[src/rtl/hpr_pkg.sv]
package hpr_pkg;
  typedef enum logic [1:0] {
    FLT_NONE    = 2'd0,
    FLT_ILLEGAL = 2'd1
  } fault_e;

  localparam int NREG   = 6;
  localparam int NPLAIN = 3;   // indices 0..NPLAIN-1 are plain read/write
  localparam int R_HPST = 0;
  localparam int R_HINT = 1;
  localparam int R_HTST = 2;
  localparam int R_HTBA = 3;
  localparam int R_HVER = 4;
  localparam int R_STS  = 5;
endpackage

[src/rtl/hpr_decode.sv]
module hpr_decode
  import hpr_pkg::*;
#(
  parameter int IDX_W = 5,
  parameter int TL_W  = 3
) (
  input  logic             rd,
  input  logic             wr,
  input  logic [IDX_W-1:0] idx,
  input  logic [TL_W-1:0]  trap_lvl,
  output logic [NREG-1:0]  rsel,
  output logic [NREG-1:0]  we,
  output fault_e           fault_o
);
  logic known;
  logic tl_bad;
  logic ro_hit;
  logic rd_bad;
  logic wr_bad;

  always_comb begin
    known  = (idx < IDX_W'(NREG));
    tl_bad = (idx == IDX_W'(R_HTST)) && (trap_lvl == '0);
    ro_hit = (idx == IDX_W'(R_HVER));
    rd_bad = rd && (!known || tl_bad);
    wr_bad = wr && (!known || tl_bad || ro_hit);
    fault_o = (rd_bad || wr_bad) ? FLT_ILLEGAL : FLT_NONE;
  end

  for (genvar i = 0; i < NREG; i++) begin : g_sel
    logic hit;
    assign hit     = (idx == IDX_W'(i));
    assign rsel[i] = rd && hit && !rd_bad;
    assign we[i]   = wr && hit && !wr_bad;
  end

  // at most one register is selected for read or write per access
  always_comb begin
    p_onehot_sel_r8: assert ($onehot0(rsel) && $onehot0(we));
  end
endmodule

[src/rtl/hpr_store.sv]
module hpr_store
  import hpr_pkg::*;
#(
  parameter int DW   = 64,
  parameter int LOWZ = 15
) (
  input  logic                        clk,
  input  logic                        rst,
  input  logic [NREG-1:0]             we,
  input  logic [DW-1:0]               wdata,
  input  logic [DW-1:0]               sts_in,
  output logic [NPLAIN-1:0][DW-1:0]   plain_q,
  output logic [DW-1:0]               htba_q,
  output logic [DW-1:0]               sts_q
);
  localparam int HI_W = DW - LOWZ;

  logic [HI_W-1:0] htba_hi;

  for (genvar i = 0; i < NPLAIN; i++) begin : g_plain
    always_ff @(posedge clk) begin
      if (rst)        plain_q[i] <= '0;
      else if (we[i]) plain_q[i] <= wdata;
    end

    // a plain register moves only on its own accepted write
    p_hold_r2: assert property (@(posedge clk) disable iff (rst)
      !we[i] |=> $stable(plain_q[i]));
  end

  always_ff @(posedge clk) begin
    if (rst)             htba_hi <= '0;
    else if (we[R_HTBA]) htba_hi <= wdata[DW-1:LOWZ];
  end
  assign htba_q = {htba_hi, {LOWZ{1'b0}}};

  // Status follows its input every cycle; writes never reach it.
  always_ff @(posedge clk) begin
    sts_q <= sts_in;
  end

  // status register always carries the previous cycle's input
  p_sts_follow_r6: assert property (@(posedge clk) disable iff (rst)
    we[R_STS] |=> sts_q == $past(sts_in));
endmodule

[src/rtl/hpr_rdmux.sv]
module hpr_rdmux
  import hpr_pkg::*;
#(
  parameter int DW    = 64,
  parameter int FLD_W = 8
) (
  input  logic [NREG-1:0]           rsel,
  input  logic [NPLAIN-1:0][DW-1:0] plain_q,
  input  logic [DW-1:0]             htba_q,
  input  logic [DW-1:0]             sts_q,
  input  logic [FLD_W-1:0]          cfg_nwin,
  input  logic [FLD_W-1:0]          cfg_maxtl,
  input  logic [FLD_W-1:0]          cfg_maxgl,
  output logic [DW-1:0]             rd_data
);
  localparam int VER_W = 3 * FLD_W;

  logic [NREG-1:0][DW-1:0] src;

  for (genvar i = 0; i < NPLAIN; i++) begin : g_src
    assign src[i] = plain_q[i];
  end
  assign src[R_HTBA] = htba_q;
  assign src[R_HVER] = {{(DW-VER_W){1'b0}}, cfg_maxgl, cfg_maxtl, cfg_nwin};
  assign src[R_STS]  = sts_q;

  always_comb begin
    rd_data = '0;
    for (int i = 0; i < NREG; i++) begin
      rd_data = rd_data | (src[i] & {DW{rsel[i]}});
    end
  end
endmodule

[src/rtl/hpriv_ctl_regs.sv]
module hpriv_ctl_regs
  import hpr_pkg::*;
#(
  parameter int DW    = 64,
  parameter int IDX_W = 5,
  parameter int TL_W  = 3,
  parameter int FLD_W = 8,
  parameter int LOWZ  = 15
) (
  input  logic             clk,
  input  logic             rst,
  input  logic             acc_rd,
  input  logic             acc_wr,
  input  logic [IDX_W-1:0] acc_idx,
  input  logic [DW-1:0]    acc_wdata,
  input  logic [TL_W-1:0]  trap_lvl,
  input  logic [FLD_W-1:0] cfg_nwin,
  input  logic [FLD_W-1:0] cfg_maxtl,
  input  logic [FLD_W-1:0] cfg_maxgl,
  input  logic [DW-1:0]    sts_in,
  output logic [DW-1:0]    rd_data,
  output logic [1:0]       fault
);
  logic [NREG-1:0]           rsel;
  logic [NREG-1:0]           we;
  fault_e                    flt;
  logic [NPLAIN-1:0][DW-1:0] plain_q;
  logic [DW-1:0]             htba_q;
  logic [DW-1:0]             sts_q;

  hpr_decode #(.IDX_W(IDX_W), .TL_W(TL_W)) u_decode (
    .rd(acc_rd), .wr(acc_wr), .idx(acc_idx), .trap_lvl(trap_lvl),
    .rsel(rsel), .we(we), .fault_o(flt)
  );

  hpr_store #(.DW(DW), .LOWZ(LOWZ)) u_store (
    .clk(clk), .rst(rst), .we(we), .wdata(acc_wdata), .sts_in(sts_in),
    .plain_q(plain_q), .htba_q(htba_q), .sts_q(sts_q)
  );

  hpr_rdmux #(.DW(DW), .FLD_W(FLD_W)) u_rdmux (
    .rsel(rsel), .plain_q(plain_q), .htba_q(htba_q), .sts_q(sts_q),
    .cfg_nwin(cfg_nwin), .cfg_maxtl(cfg_maxtl), .cfg_maxgl(cfg_maxgl),
    .rd_data(rd_data)
  );

  assign fault = flt;

  // trap base never shows its cleared low bits
  p_htba_low_r3: assert property (@(posedge clk) disable iff (rst)
    (acc_rd && acc_idx == IDX_W'(R_HTBA)) |-> rd_data[LOWZ-1:0] == '0);

  // trap-state access at trap level zero is illegal
  p_htst_tl0_r4: assert property (@(posedge clk) disable iff (rst)
    ((acc_rd || acc_wr) && acc_idx == IDX_W'(R_HTST) && trap_lvl == '0)
      |-> fault == 2'(FLT_ILLEGAL));

  // version word is assembled from the configuration inputs
  p_version_r5: assert property (@(posedge clk) disable iff (rst)
    (acc_rd && acc_idx == IDX_W'(R_HVER))
      |-> rd_data == {{(DW-3*FLD_W){1'b0}}, cfg_maxgl, cfg_maxtl, cfg_nwin});

  // status read returns last cycle's status input
  p_sts_read_r6: assert property (@(posedge clk) disable iff (rst)
    (acc_rd && acc_idx == IDX_W'(R_STS)) |-> rd_data == $past(sts_in));

  // unknown index faults
  p_unknown_r7: assert property (@(posedge clk) disable iff (rst)
    ((acc_rd || acc_wr) && acc_idx >= IDX_W'(NREG)) |-> fault == 2'(FLT_ILLEGAL));

  // no data escapes on a faulting or absent read
  p_zero_data_r8: assert property (@(posedge clk) disable iff (rst)
    (!acc_rd || fault != 2'(FLT_NONE)) |-> rd_data == '0);
endmodule

[config.mk]
export PLATFORM = sky130hd
export DESIGN_NAME = hpriv_ctl_regs
export DESIGN_NICKNAME = d
export VERILOG_FILES = /design/src/rtl/hpr_pkg.sv /design/src/rtl/hpr_decode.sv /design/src/rtl/hpr_store.sv /design/src/rtl/hpr_rdmux.sv /design/src/rtl/hpriv_ctl_regs.sv
export SDC_FILE = /design/constraint.sdc
export NUM_CORES = 1
export LEC_CHECK = 0
export BUFFER_PORTS_ARGS = -buffer_cell sky130_fd_sc_hd__buf_2
export CAP_MARGIN = 25
export CORE_MARGIN = 10
export CORE_UTILIZATION = 50
export DETAILED_ROUTE_END_ITERATION = 7
export HOLD_SLACK_MARGIN = 0.02
export PLACE_DENSITY = 0.72
export SETUP_SLACK_MARGIN = 0.5
export SLEW_MARGIN = 20
export SYNTH_ARGS = -nofsm -noshare
export SYNTH_HDL_FRONTEND = slang
export SYNTH_SLANG_ARGS = --single-unit
[constraint.sdc]
create_clock -name clk -period 3.4 [get_ports clk]
set_clock_uncertainty 0.1 [all_clocks]
set_input_delay 0.68 -clock clk [delete_from_list [all_inputs] [get_ports clk]]
set_output_delay 0.68 -clock clk [all_outputs]
set_load 0.005 [all_outputs]
==> summary.txt, run 1 <==
Run status
  • Outcome: finished clean

Detailed routing
  • Post-route antenna net violation count: 0
  • Vias post-DR: 11100
  • Routed WL: 37700 um
  • First-pass DRT Iterations: 5
  • DRC violations left: 0
  • Vias per inst: 5.54
  • Routed WL per cell: 18.8 um
  • DRT iter0 DRCs: 1201

Power
  • Worst vdd ir: 0.345 mV
  • P per Cell Area: 525 nW/um^2
  • Overall power: 7.75 mW
  • Leakage: 5.76 nW

Clocking
  • Clock Root Buffer: clkbuf_16
  • Clock-pin transition on the worst setup and hold timing paths: 0.06 ns
  • CTS tree: built
  • # clock sinks: 305
  • Worst-Skew Late Latency: 0.55 ns
  • CTS Buf Count: 31
  • Clock tree buffer depth: 3
  • Hold-fix buffers, CTS: 0
  • H-Tree Depth: 1

Logic synthesis
  • Largest cells by area after synthesis: dfxtp_1, nand2_1, a21oi_1
  • Synthesized cell area: 12200 sq um
  • Synth Area in Adders: 0
  • Top cell type's share of synthesized area: 0.501
  • Yosys top cell by area: dfxtp_1
  • Distinct cells, synth: 29
  • FFs w/ async S/R, synth: 0
  • Top FF cell, synth: dfxtp_1
  • Number of flops mapped to enable cells by yosys: 0
  • Largest family of logic cells by synthesized area: simple AND/OR/NAND/NOR gates
  • Post-synthesis mux area share: 0.0772
  • Most frequent cell after synthesis: nand2_1
  • Post-Syn Nets: 1644
  • Mapped Cells: 1480
  • Simple-gate portion of the synthesized area: 0.207
  • Compound-Gate Fraction of Synth Area: 0.159
  • Commonest cells in the netlist: nand2_1, dfxtp_1, a21oi_1
  • Synth Area per Inst: 8.24 sq um
  • Yosys reg bits: 305
  • Synth warn: 0
  • Sequential area share after synthesis: 0.501
  • Post-synthesis xor/xnor area fraction: 0

Final layout
  • Final Net Count: 1815
  • Layout cells sized above 1: 0.212
  • P&R area growth vs syn: 21.0%
  • Post-route cell area: 14700 sq um

Critical path
  • Crit path max-delay family: simple AND/OR/NAND/NOR gates
  • Worst path buffer plus inverter count: 4
  • Arr. time, crit path: 2.06 ns
  • R2R cell count: 2
  • Critical Path Fanout Max: 14
  • CP cell instances: buf_2, nor4b_4, nor3b_4, buf_4, clkbuf_16, nand2_1, nand2_1, buf_2
  • CP max stage cell: nor4b_4
  • Startpoint Class: primary input
  • Worst reg2reg path startpoint: u_store.plain_q[180]
  • Worst reg2reg setup slack: 2.59 ns
  • Crit path kind: primary input to primary output
  • Worst EP required: 2.62 ns
  • R2r endpoint: u_store.plain_q[180]
  • Crit path largest cell delay: 0.31 ns
  • CP Capture Type: primary output

Die
  • Die W: 176 um
  • CORE AREA: 24200 sq um
  • Initial Util: 0.504
  • Die H: 176 um
  • Row cnt: 57
  • Io pins: 230
  • Die footprint: 31000 sq um

Min path
  • Hold path cells: 1
  • Worst hold start: sts_in[35]
  • Hold/Removal Path Class: primary input to flip-flop
  • Worst Hold Path EP: u_store.sts_q[35]

STA
  • RSZ-0062 raised after global routing: true
  • Fin Hold WS: 0.119 ns
  • Final Hold Vio Count: 0
  • Total negative slack: 0 ns
  • Slew Viols, Final: 0
  • Final setup violation count: 0
  • Slew @ Worst Pin: 0.833 ns
  • Max Freq: 352 MHz
  • Worst Slack Setup Final: 0.559 ns
  • Relative slew slack: 0.445
  • Tcrit/Tclk final: 0.836
  • Fin crit period: 2.84 ns

Place
  • DP Worst Slack: 0.328 ns
  • Post-detail-place hpwl: 22000 um
  • I/O Buffers: 228
  • Placed instance area: 13400 sq um
  • GPL Wtd Cong: 0.845

Global route
  • GRT Total Usage: 0.227
  • Largest net degree at the start of global routing: 106
  • Congestion Overflow GR: 0
  • Initial antenna violation count: 4
  • First-pass GRT wire length: 57800 um
  • Vias in the first global route: 10900

Flow run
  • MaxCap Viol Count: 0
stage by stage:
stage,std cells,utilization
finish,2001,0.610
global route,2001,0.610
CTS,1996,0.606
detailed placement,1935,0.556
global placement,1935,0.556
floorplan,1480,-
layout make-up:
class | count | area, sq um
sequential | 305 | 6110
tap | 324 | 405
multi-input combinational | 1052 | 5460
clock buffer | 42 | 907
antenna | 2 | 5.00
timing repair buffer | 261 | 1660
fill | 2107 | 9430
clock inverter | 15 | 204
where the power goes:
part	internal, mW	switching, mW
clock	2.24	1.42
sequential	3.63	0.0245
combinational	0.178	0.256
total	6.05	1.70
repair_timing:
action | CTS | global route
pin swaps | 0 | 0
gates cloned | 2 | 2
resized for setup | 9 | 6
buffers inserted | 2 | 1
setup endpoints to repair | 63 | 41
cells in the final DEF, fill, tap and decap left out, drive strengths merged:
cell and instances:
nand2b 1, nor2b 1, mux4 24, or3 2
a21oi 242, nand3 41, a22oi 49, nor3 3
diode 2, and3 2, nand2 581, nor3b 1
o31a 1, o21a 1, clkinv 10, a22o 15
clkbuf 44, mux2i 40, nor4b 3, and2 1
dfxtp 305, a211oi 1, bufinv 5, buf 259
o21ai 41, conb 1, or4b 1
registers in the layout, indices dropped and copies added (netlist names):
name / count
u_store.sts_q: 64
u_store.htba_hi: 49
u_store.plain_q: 192
cells by family after synthesis:
logic type / Yosys count
simple gates: 637
compound gates: 350
flops: 305
buf+inv: 123
mux: 64
other cells: 1
worst max-delay path by stage:
stage	start	endpoint	slack, ns	cells after the start
CTS	acc_idx[0]	rd_data[47]	0.51	7
global placement	acc_idx[4]	rd_data[47]	0.42	7
global route	acc_idx[4]	rd_data[39]	0.49	8
finish	acc_idx[4]	rd_data[34]	0.56	8
detailed placement	acc_idx[4]	rd_data[47]	0.33	7
floorplan	acc_idx[0]	rd_data[23]	0.66	5
metal layers:
metal	wire length (um)	up-vias	track usage
li1	-	5314	-
met1	16100	5251	0.295
met4	1040	4	0.0763
met5	25	-	0
met2	17600	457	0.369
met3	3010	68	0.0485
Note: power is estimated with default switching activity, not from simulation.
==> run 2: changes to the inputs <==
- PLACE_DENSITY: 0.72 -> 0.75
- clock period: 3.4 -> 2.4 ns (I/O delays scaled with it)
==> summary.txt, run 2 (synthesis gave the netlist of run 1 again) <==
Detailed routing
  • Vias per inst: 5.84 (+5.3%)
  • First-pass DRT Iterations: 6 (+1)
  • Routed WL: 45300 um (+20%)
  • DRT iter0 DRCs: 1533 (+28%)
  • Post-route antenna net violation count: 0 (unchanged)
  • DRC violations left: 0 (unchanged)
  • Routed WL per cell: 21.3 um (+13%)
  • Vias post-DR: 12400 (+12%)

Run status
  • Outcome: finished with violations
  • Failing checks: negative setup slack

Critical path
  • Beginning of the critical path: acc_idx[3]
  • CP max stage cell: nor3b_4
  • Arr. time, crit path: 1.86 ns (-0.20 ns)
  • Worst reg2reg path startpoint: u_store.plain_q[176]
  • Crit path largest cell delay: 0.31 ns (about the same)
  • CP cell instances: buf_8, nor4b_4, nor3b_4, buf_12, buf_12, a22o_1, buf_2
  • CP dominant cell by count: buf_12
  • Critical Path Fanout Max: 8 (-6)
  • CP Capture Type: primary output
  • Startpoint Class: primary input
  • Worst EP required: 1.82 ns (-0.80 ns)
  • Crit path kind: primary input to primary output

Place
  • Post-detail-place hpwl: 23700 um (+8.1%)
  • I/O Buffers: 228 (unchanged)
  • DP Worst Slack: -0.00490 ns (-0.333 ns)
  • GPL Wtd Cong: 0.822 (-2.7%)
  • Placed Instances: 1972 (+1.9%)

Die
  • CORE AREA: 24200 sq um (unchanged)
  • Die W: 176 um (unchanged)
  • Row cnt: 57 (unchanged)
  • Die H: 176 um (unchanged)
  • Die footprint: 31000 sq um (unchanged)
  • Initial Util: 0.504 (unchanged)
  • Io pins: 230 (unchanged)

Clocking
  • Worst-Skew Late Latency: 0.50 ns (-0.05 ns)
  • CTS tree: built
  • H-Tree Depth: 2 (+1)
  • Clock tree buffer depth: 3 (unchanged)
  • # clock sinks: 305 (unchanged)
  • Clock-pin transition on the worst setup and hold timing paths: 0.06 ns (about the same)
  • Clock Root Buffer: clkbuf_16
  • CTS Buf Count: 34 (+9.7%)

Flow run
  • MaxCap Viol Count: 0 (unchanged)

Power
  • Overall power: 11.9 mW (+54%)
  • Worst vdd ir: 0.697 mV (+100%)
  • P per Cell Area: 670 nW/um^2 (+28%)
  • Leakage: 7.38 nW (+28%)

Min path
  • Worst hold start: acc_wdata[1]
  • Hold/Removal Path Class: primary input to flip-flop

STA
  • Final setup violation count: 24 (+24)
  • Fin crit period: 2.44 ns
  • Final Hold Vio Count: 0 (unchanged)
  • Tcrit/Tclk final: 1.01
  • RSZ-0062 raised after global routing: true
  • Max Freq: 411 MHz
  • Total negative slack: -0.245 ns (-0.245 ns)
  • Worst Slack Setup Final: -0.0356 ns (-0.594 ns)
  • Slew @ Worst Pin: 0.500 ns (-0.333 ns)
  • Slew Viols, Final: 0 (unchanged)
  • Relative slew slack: 0.667 (+0.222)

Final layout
  • Final Net Count: 1938 (+6.8%)
  • Commonest non-fill, non-tap cell in the layout: nand2_1
  • Max reg flops: 192 (unchanged)
  • Most frequent cells in the layout: nand2_1, dfxtp_1, buf_2, a21oi_1, a21oi_2
  • Top Registers: u_store.plain_q (192), u_store.sts_q (64), u_store.htba_hi (49)
  • Util after Layout: 0.736 (+0.126)
  • P&R area growth vs syn: 46.1%
  • Layout cells sized above 1: 0.356 (+0.144)
  • Largest register by flop count: u_store.plain_q
  • Fin cells: 2130 (+6.4%)

Global route
  • Initial antenna violation count: 6 (+2)
  • Congestion Overflow GR: 0 (unchanged)
  • GRT Total Usage: 0.248 (+0.0205)
  • Vias in the first global route: 11800 (+8.6%)
  • First-pass GRT wire length: 62700 um (+8.5%)
  • Largest net degree at the start of global routing: 84 (-21%)
run 2: worst max-delay path: cells and delay by family:
family                 cells  cell delay, ns
buffers and inverters      4            0.60
AND/OR/NAND/NOR            2            0.59
AO/OA/AOI/OAI              1            0.18
run 2: final cells by class:
class,count,area [sq um]
clock inverter,9,220
sequential,305,6110
multi-input combinational,1052,6570
fill,1563,6370
clock buffer,52,1060
timing repair buffer,381,3430
tap,324,405
antenna,7,17.5
run 2: metal layers:
metal | global-route usage | part of all wire | up-vias
met2 | 0.397 | 0.47 | 760
met5 | 0 | 0 | -
met1 | 0.317 | 0.39 | 5947
met4 | 0.102 | 0.039 | 0
met3 | 0.0564 | 0.10 | 145
li1 | - | - | 5584
run 2: repair_timing:
action,CTS,global route
buffers inserted,4,3
gates resized for setup,45,331
pin swaps,13,111
hold endpoints to repair,64,0
hold buffers,64,0
endpoints found under the setup margin,65,91
gates cloned,6,13
run 2: path summary, 6_finish.rpt:
| path | endpoint | slack [ns] | cells past startpoint |
|---|---|---|---|
| setup reg to reg | u_store.plain_q[176] | 1.57 | 2 |
| setup / recovery | rd_data[9] | -0.04 | 7 |
| hold / removal | u_store.plain_q[1] | 0.13 | 3 |
| hold reg to reg | u_store.plain_q[127] | 0.35 | 2 |
run 2: per-stage QoR:
stage	cell area (sq um)	hold slack, ns
6_report	17800	0.135
5_1_grt	17800	0.126
4_1_cts	16200	0.118
3_5_place_dp	13900	0.346
3_3_place_gp	13900	0.339
2_1_floorplan	12400	0.333
run 2: power breakdown:
part / internal, mW / total [mW] / switching (mW)
combinational: 0.401 / 0.871 / 0.470
clock: 3.80 / 5.87 / 2.07
sequential: 5.15 / 5.19 / 0.0396
